`config.mk`:
```
export PLATFORM = sky130hd
export DESIGN_NAME = ramp_adc_ctrl
export DESIGN_NICKNAME = d
export VERILOG_FILES = /design/src/rtl/ramp_adc_pkg.sv /design/src/rtl/ramp_sync.sv /design/src/rtl/ramp_count.sv /design/src/rtl/ramp_seq.sv /design/src/rtl/ramp_adc_ctrl.sv
export SDC_FILE = /design/constraint.sdc
export NUM_CORES = 1
export LEC_CHECK = 0
export ABC_AREA = 1
export BUFFER_PORTS_ARGS = -buffer_cell sky130_fd_sc_hd__buf_2
export CORE_MARGIN = 2
export CORE_UTILIZATION = 50
export DETAILED_ROUTE_END_ITERATION = 10
export GPL_TIMING_DRIVEN = 0
export PLACE_DENSITY = 0.75
export SYNTH_ARGS = -nofsm -noshare
export SYNTH_HDL_FRONTEND = slang
export SYNTH_SLANG_ARGS = --single-unit
```
`constraint.sdc`:
```
create_clock -name clk -period 1.5 [get_ports clk]
set_input_delay 0.15 -clock clk [delete_from_list [all_inputs] [get_ports clk]]
set_output_delay 0.15 -clock clk [all_outputs]
set_load 0.005 [all_outputs]
```
`src/rtl/ramp_adc_pkg.sv`:
```
package ramp_adc_pkg;

    typedef enum logic {
        ST_IDLE = 1'b0,
        ST_RAMP = 1'b1
    } seq_state_e;

    typedef struct packed {
        logic clr;
        logic gate;
        logic load;
    } cnt_ctl_t;

    function automatic int unsigned full_scale(input int unsigned width);
        return (32'd1 << width) - 32'd1;
    endfunction

endpackage

```
`src/rtl/ramp_sync.sv`:
```
module ramp_sync #(
    parameter int STAGES = 2
) (
    input  logic clk,
    input  logic rst,
    input  logic clr,
    input  logic d,
    output logic q
);
    logic [STAGES-1:0] pipe;

    generate
        if (STAGES == 1) begin : g_single
            always_ff @(posedge clk) begin
                if (rst || clr) pipe <= '0;
                else            pipe <= d;
            end
        end else begin : g_chain
            always_ff @(posedge clk) begin
                if (rst || clr) pipe <= '0;
                else            pipe <= {pipe[STAGES-2:0], d};
            end
        end
    endgenerate

    assign q = pipe[STAGES-1];
endmodule

```
`src/rtl/ramp_count.sv`:
```
module ramp_count
    import ramp_adc_pkg::*;
#(
    parameter int CODE_W = 8,
    parameter int CNT_W  = CODE_W + 2
) (
    input  logic              clk,
    input  logic              rst,
    input  cnt_ctl_t          ctl,
    input  logic [CODE_W-1:0] load_val,
    output logic [CNT_W-1:0]  cnt_o,
    output logic [CODE_W-1:0] code_o
);
    localparam int HI_W = CNT_W - CODE_W;

    logic [CNT_W-1:0] cnt_q;

    always_ff @(posedge clk) begin
        if (rst)           cnt_q <= '0;
        else if (ctl.load) cnt_q <= {{HI_W{1'b0}}, load_val};
        else if (ctl.clr)  cnt_q <= '0;
        else if (ctl.gate) cnt_q <= cnt_q + 1'b1;
    end

    assign cnt_o  = cnt_q;
    assign code_o = (|cnt_q[CNT_W-1:CODE_W]) ? '1 : cnt_q[CODE_W-1:0];


    ramp_monotone_chk: assert property (@(posedge clk) disable iff (rst)
        (ctl.gate && !ctl.load && !ctl.clr) |=> (code_o >= $past(code_o)));
endmodule

```
`src/rtl/ramp_seq.sv`:
```
module ramp_seq
    import ramp_adc_pkg::*;
#(
    parameter int CODE_W = 8,
    parameter int CNT_W  = CODE_W + 2,
    parameter int SYNC   = 2
) (
    input  logic              clk,
    input  logic              rst,
    input  logic              start_i,
    input  logic              trip_i,
    input  logic [CNT_W-1:0]  cnt_i,
    output cnt_ctl_t          ctl,
    output logic [CODE_W-1:0] load_val,
    output logic              busy_o,
    output logic              done_o,
    output logic [CODE_W-1:0] result_o,
    output logic              over_o
);
    localparam int unsigned      FS      = full_scale(CODE_W);
    localparam logic [CNT_W-1:0] END_CNT = CNT_W'(FS + SYNC);

    seq_state_e        state;
    logic              accept;
    logic              finish;
    logic [CODE_W-1:0] back_code;
    logic [CODE_W-1:0] fin_code;

    assign accept    = (state == ST_IDLE) && start_i;
    assign finish    = (state == ST_RAMP) && (trip_i || (cnt_i == END_CNT));
    assign back_code = CODE_W'(cnt_i - CNT_W'(SYNC));
    assign fin_code  = trip_i ? back_code : CODE_W'(FS);

    always_comb begin
        ctl.clr  = accept;
        ctl.gate = (state == ST_RAMP) && !finish;
        ctl.load = finish;
    end

    assign load_val = fin_code;

    always_ff @(posedge clk) begin
        if (rst) begin
            state    <= ST_IDLE;
            done_o   <= 1'b0;
            result_o <= '0;
            over_o   <= 1'b0;
        end else begin
            done_o <= finish;
            if (accept) state <= ST_RAMP;
            if (finish) begin
                state    <= ST_IDLE;
                result_o <= fin_code;
                over_o   <= !trip_i;
            end
        end
    end

    assign busy_o = (state == ST_RAMP);


    no_early_trip_chk: assert property (@(posedge clk) disable iff (rst)
        (trip_i && state == ST_RAMP) |-> (cnt_i >= CNT_W'(SYNC)));


    result_hold_chk: assert property (@(posedge clk) disable iff (rst)
        (result_o != $past(result_o)) |-> done_o);


    over_hold_chk: assert property (@(posedge clk) disable iff (rst)
        (over_o != $past(over_o)) |-> done_o);


    start_ignored_chk: assert property (@(posedge clk) disable iff (rst)
        (state == ST_RAMP && !finish && start_i) |=> (busy_o && cnt_i != '0));
endmodule

```
`src/rtl/ramp_adc_ctrl.sv`:
```
module ramp_adc_ctrl
    import ramp_adc_pkg::*;
#(
    parameter int CODE_W      = 8,
    parameter int SYNC_STAGES = 2
) (
    input  logic              clk,
    input  logic              rst,
    input  logic              start_i,
    input  logic              cmp_i,
    output logic [CODE_W-1:0] dac_code_o,
    output logic              busy_o,
    output logic              done_o,
    output logic [CODE_W-1:0] result_o,
    output logic              overrange_o
);
    localparam int CNT_W = CODE_W + 2;

    cnt_ctl_t          ctl;
    logic              trip;
    logic [CNT_W-1:0]  cnt;
    logic [CODE_W-1:0] load_val;

    ramp_sync #(.STAGES(SYNC_STAGES)) i_sync (
        .clk (clk),
        .rst (rst),
        .clr (ctl.clr),
        .d   (cmp_i),
        .q   (trip)
    );

    ramp_count #(.CODE_W(CODE_W), .CNT_W(CNT_W)) i_count (
        .clk      (clk),
        .rst      (rst),
        .ctl      (ctl),
        .load_val (load_val),
        .cnt_o    (cnt),
        .code_o   (dac_code_o)
    );

    ramp_seq #(.CODE_W(CODE_W), .CNT_W(CNT_W), .SYNC(SYNC_STAGES)) i_seq (
        .clk      (clk),
        .rst      (rst),
        .start_i  (start_i),
        .trip_i   (trip),
        .cnt_i    (cnt),
        .ctl      (ctl),
        .load_val (load_val),
        .busy_o   (busy_o),
        .done_o   (done_o),
        .result_o (result_o),
        .over_o   (overrange_o)
    );


    start_clears_chk: assert property (@(posedge clk) disable iff (rst)
        (!busy_o && start_i) |=> (busy_o && dac_code_o == '0));


    one_step_chk: assert property (@(posedge clk) disable iff (rst)
        (busy_o && $past(busy_o)) |->
        (dac_code_o == $past(dac_code_o) || dac_code_o == $past(dac_code_o) + 1'b1));


    done_pulse_chk: assert property (@(posedge clk) disable iff (rst)
        done_o |=> !done_o);


    done_not_busy_chk: assert property (@(posedge clk) disable iff (rst)
        done_o |-> !busy_o);


    over_full_chk: assert property (@(posedge clk) disable iff (rst)
        overrange_o |-> (result_o == '1));


    dac_rests_chk: assert property (@(posedge clk) disable iff (rst)
        done_o |-> (dac_code_o == result_o));
endmodule

```
* Yosys cells after proc, flatten, opt, wreduce, memory -nomap -nowiden *
Index checks and enable logic that the tools add are counted.

word-level totals
  register bits after elaboration = 23
  bits of input ports = 4
  output and inout port bits = 19
  word-level logic and storage cells = 27

cells by class
  add/subtract/negate cells = 2
  equality and inequality tests = 1
  muxes and demuxes = 5
  bitwise logic cells = 1
  reductions and logical operators = 11

operators by type and width
  cell                                                   number
  2-to-1 mux 8 bit                                       5
  adder 10 x 1 -> 10 bit (second input constant)         1
  equality test 10 x 9 -> 1 bit (second input constant)  1
  subtractor 8 x 2 -> 8 bit (second input constant)      1
  OR reduction 2 bit                                     2
  logical AND 1 bit                                      3
  nonzero test 3 bit                                     1
  OR reduction 3 bit                                     1
  zero test 1 bit                                        2
  logical OR 1 bit                                       2
  inverter 1 bit                                         1

* Longest topological paths before layout *
  depth after elaboration = 8
  gate-level depth with buffers = 11
  depth with buffers taken out = 11

* Cells and area by module *
Synthesis repeated with hierarchy kept, for this count alone.

unflattened totals
  cell total of the unflattened synthesis = 205
  area total of the unflattened synthesis = 1438.9 um^2

modules (own cells, without submodules)
  module      instances  cells each  area an instance (um^2)  sequential area each (um^2)
  ramp_seq    1          95          709.4                    220.2
  ramp_count  1          101         663.1                    200.2
  ramp_sync   1          9           66.3                     40.0

* Least setup slack after synthesis *
OpenSTA, ideal clock, no wires.

  kind = flip-flop to flip-flop
  from = register i_count.cnt_q[1], in the netlist i_count.cnt_o[1]
  to = register i_seq.over_o
  setup time = 0.130 ns
  data arrival time = 1.333 ns
  data required time = 1.370 ns
  slack = 0.037 ns
  cell stages (with the launch flop) = 9
  buffers on the path = 1
  clock period less this slack = 1.463 ns
  cells stage by stage = dfxtp_1 inv_1 ha_1 nand3_1 o21bai_4 nand2_4 buf_6 nand3_1 o31ai_2

between the ends
  cells in the longest elaborated chain, start to end = 3

ends and longest elaborated chain
  element                        RTL line          source
  start: declaration             ramp_count.sv:16  logic [CNT_W-1:0] cnt_q;
  start signal: assignment       ramp_count.sv:20  else if (ctl.load) cnt_q <= {{HI_W{1'b0}}, load_val};
  start signal: assignment       ramp_count.sv:22  else if (ctl.gate) cnt_q <= cnt_q + 1'b1;
  equality test 10 x 9 -> 1 bit  ramp_seq.sv:30    assign finish = (state == ST_RAMP) && (trip_i || (cnt_i == END_CNT));
  logical OR 1 bit               ramp_seq.sv:30
  logical AND 1 bit              ramp_seq.sv:30
  end signal: assignment         ramp_seq.sv:54    over_o <= !trip_i;
  end: declaration               ramp_seq.sv:18    output logic over_o

No other way between the ends.
A chain may end at the register's enable or synchronous reset.

* Worst setup path in the final report *
  from = register i_count.cnt_q[8], in the netlist i_count.cnt_o[8]
  to = register i_count.cnt_q[6], in the netlist i_count.cnt_o[6]

between the ends
  cells in the longest elaborated chain, start to end = 6
  elaborated cells on any way between the ends = 7
  those cells by class = eq/ne: 1; mux: 1; reduce/logical: 5

ends and longest elaborated chain
  element                          RTL line        source
  equality test 10 x 9 -> 1 bit *  ramp_seq.sv:30
  logical OR 1 bit *               ramp_seq.sv:30
  logical AND 1 bit *              ramp_seq.sv:30
  zero test 1 bit                  ramp_seq.sv:36  ctl.gate = (state == ST_RAMP) && !finish;
  logical AND 1 bit                ramp_seq.sv:36
  nonzero test 3 bit (no line)     -

Every way passes the cells marked *; elsewhere a longest branch is shown, timed or not.

==> impl_metrics.ini <==
[die]
core_um2 = 2730
fp.dieH_um = 57.2
start_util_pct = 51.9
die_area_um2 = 3280
die_width_um = 57.2
fp-row-count = 19
ios = 23

[power_and_ir_drop]
power_frac_seq_pct = 50.9
switching_share_pct = 32.4
p_int_uw = 875
ir_worst_vdd_v = 0.000643
p_comb_share_pct = 25.8
p_per_area_nw_per_um2 = 735
p_leak_nw = 0.910
clockPowerShare_pct = 23.3
switchingPower_uw = 420

[worst_setup_path]
critPathMaxFanout = 5
path_class = reg2reg
regToRegSetupSlack_ns = -0.03
r2r_start = i_count.cnt_o[8]
required_ns = 1.78
cp-end-kind = flip-flop
r2r_cells = 7
crit_arrival_ns = 1.81
rr_endpoint = i_count.cnt_o[6]
start_kind = flip-flop

[clock_network]
clk_pin_slew_ns = 0.13
cts_sinks = 23
worstSkewPairLatency_ns = 0.32
cts-root-buf = clkbuf_4
hold_buffers = 0
cts_tree = yes
cts_buffer_depth = 2
cts.htree.levels = 1
cts_buffers = 3

[hold_path]
whs_path_depth = 3
worstHoldEndpoint = i_sync.pipe[0]
worstHoldStart = cmp_i
hold_class = in2reg

[global_routing]
gr-total-overflow = 0
grt_pass1_wl_um = 5780
grt_max_degree = 13
grt_antenna_before_repair = 0
track_usage_pct = 22.8
grt_pass1_vias = 1261

[synthesis]
yosysSeqAreaShare_pct = 32.5
synth_seq_cells = 23
synth.distinct_cells = 22
syn_area_per_cell_um2 = 6.47
yosysWarnings = 0
synth.cell_area_um2 = 1420
syn-num-nets = 227
syn_inst = 219

[sta]
min_period_ns = 1.53
drv_slew = 0
setup_viol = 9
hold_viol = 0
max_freq_mhz = 653
fin_ws_ns = -0.0318
clock_skew_ns = 0.00720
fin_tns_setup_ns = -0.186
tightestPinTransition_ns = 0.420
fin_crit_sh_pct = 102
rsz0062_at_grt = yes
slew_headroom_pct = 72.0

[place]
dp.cells = 272
gp_congestion = 0.826
hpwl_um = 2510
place_area_um2 = 1570
place_ws_ns = -0.228
port_buffers = 22

[flow_run]
drv_cap = 0

[drt]
met2WireLength_um = 1790
drt_iter0_drc = 67
via_per_inst = 5.36
detail_route.first_pass.iterations = 4
drt-wirelength-per-cell_um = 13.2
totalWireLength_um = 3760
wl_met3_um = 226
wl_met1_um = 1660
dr.max_layer_used = met4
drc_errors = 0
vias = 1521
ant_nets = 0

[status]
outcome = finished with violations
violations = negative setup slack

[final_layout]
stdcell_area_um2 = 1760
nets = 262
num_antenna_cells = 0
nFillCells = 235
final_cell_mix = 60 x nand2_1, 26 x nor2_1, 25 x nand3_1
syn_to_final_growth_pct = 24.3
final_common_cell = nand2_1
finalNonFillerCells = 284
layout-drive-gt1-share_pct = 26.9
[worst max-delay path: stages (launching register included)]
cell and delay [ns]:
dfxtp_1 0.52, nand3_2 0.17, o21bai_4 0.30, buf_4 0.21, nand3_1 0.11, nand3_1 0.09
nand2_1 0.05, inv_1 0.04
[state kept, by name, indices dropped and copies added, names as in the netlist]
| signal | cells |
|---|---|
| i_count.cnt_o | 10 |
| i_seq.result_o | 8 |
| i_seq.done_o | 1 |
| i_seq.busy_o | 1 |
| i_sync.pipe | 2 |
| i_seq.over_o | 1 |
[cells in the mapped netlist]
| cell | number | area (um^2) |
|---|---|---|
| nand4_1 | 3 | 18.8 |
| a21oi_1 | 17 | 85.1 |
| clkbuf_1 | 3 | 11.3 |
| buf_2 | 2 | 10.0 |
| ha_1 | 4 | 50.1 |
| o31ai_2 | 1 | 12.5 |
| o21bai_4 | 1 | 18.8 |
| inv_1 | 26 | 97.6 |
| o21ai_0 | 7 | 35.0 |
| dfxtp_1 | 23 | 460 |
| buf_6 | 3 | 33.8 |
| nor2_8 | 1 | 20.0 |
| nor2_1 | 29 | 109 |
| nand3_2 | 4 | 40.0 |
| xor2_1 | 1 | 8.76 |
| clkbuf_2 | 1 | 5.00 |
| buf_4 | 1 | 7.51 |
| nor2_2 | 1 | 6.26 |
| nand2_4 | 1 | 11.3 |
| nand2_1 | 60 | 225 |
| nand3_1 | 29 | 145 |
| or2_2 | 1 | 6.26 |
[worst max path at each step]
| stage | endpoint | slack, ns | cells past startpoint | from |
|---|---|---|---|---|
| global placement | i_count.cnt_o[7] | -0.21 | 9 | i_count.cnt_o[1] |
| CTS | i_count.cnt_o[5] | -0.01 | 10 | i_count.cnt_o[2] |
| floorplan | i_seq.over_o | 0.04 | 8 | i_count.cnt_o[1] |
| global route | i_seq.result_o[4] | -0.08 | 6 | i_count.cnt_o[8] |
| detailed placement | i_count.cnt_o[7] | -0.23 | 9 | i_count.cnt_o[1] |
| finish | i_count.cnt_o[6] | -0.03 | 7 | i_count.cnt_o[8] |
[power by group through the flow]
stage / Clock (mW) / Combinational (mW) / Sequential (mW)
after floorplan: 0 / 0.210 / 0.666
after global placement: 0 / 0.277 / 0.672
after detailed placement: 0 / 0.282 / 0.672
after CTS: 0.305 / 0.295 / 0.659
after global routing: 0.327 / 0.371 / 0.662
final: 0.301 / 0.334 / 0.659
[stage by stage]
stage	power, mW	utilization, %	hold slack (ns)
after floorplan	0.876	-	0.262
after global placement	0.948	57.3	0.365
after detailed placement	0.954	57.3	0.370
after CTS	1.26	59.6	0.0261
after global routing	1.36	64.4	0.0528
final	1.29	64.4	0.0277
[routing by layer]
layer,vias up,track usage (%)
met5,-,0
li1,766,-
met2,59,36.8
met4,0,8.97
met3,9,2.72
met1,687,31.2
[logic make-up after synthesis]
kind of cell / synth area share [%]
compound gates: 10.7
xor+xnor: 0.618
fa+ha+maj: 3.53
buf+inv: 11.6
flops: 32.5
simple gates: 41.0
[area by class of cell]
cell class                      instances  area (um^2)  area share, %
Multi-Input combinational cell        160          855           48.5
Clock buffer                            4         26.3           1.49
Inverter                               26          100           5.68
Sequential cell                        23          470           26.7
Tap cell                               31         38.8           2.20
Buffer                                 10         80.1           4.55
Timing Repair Buffer                   30          191           10.9
[timing repair]
item / in CTS / in global routing
setup endpoints to repair: 29 / 27
buffers inserted: 2 / 4
gates cloned: 0 / 2
gates resized for setup: 10 / 23
pin swaps: 1 / 2
Note: power is estimated with default switching activity, not from simulation.
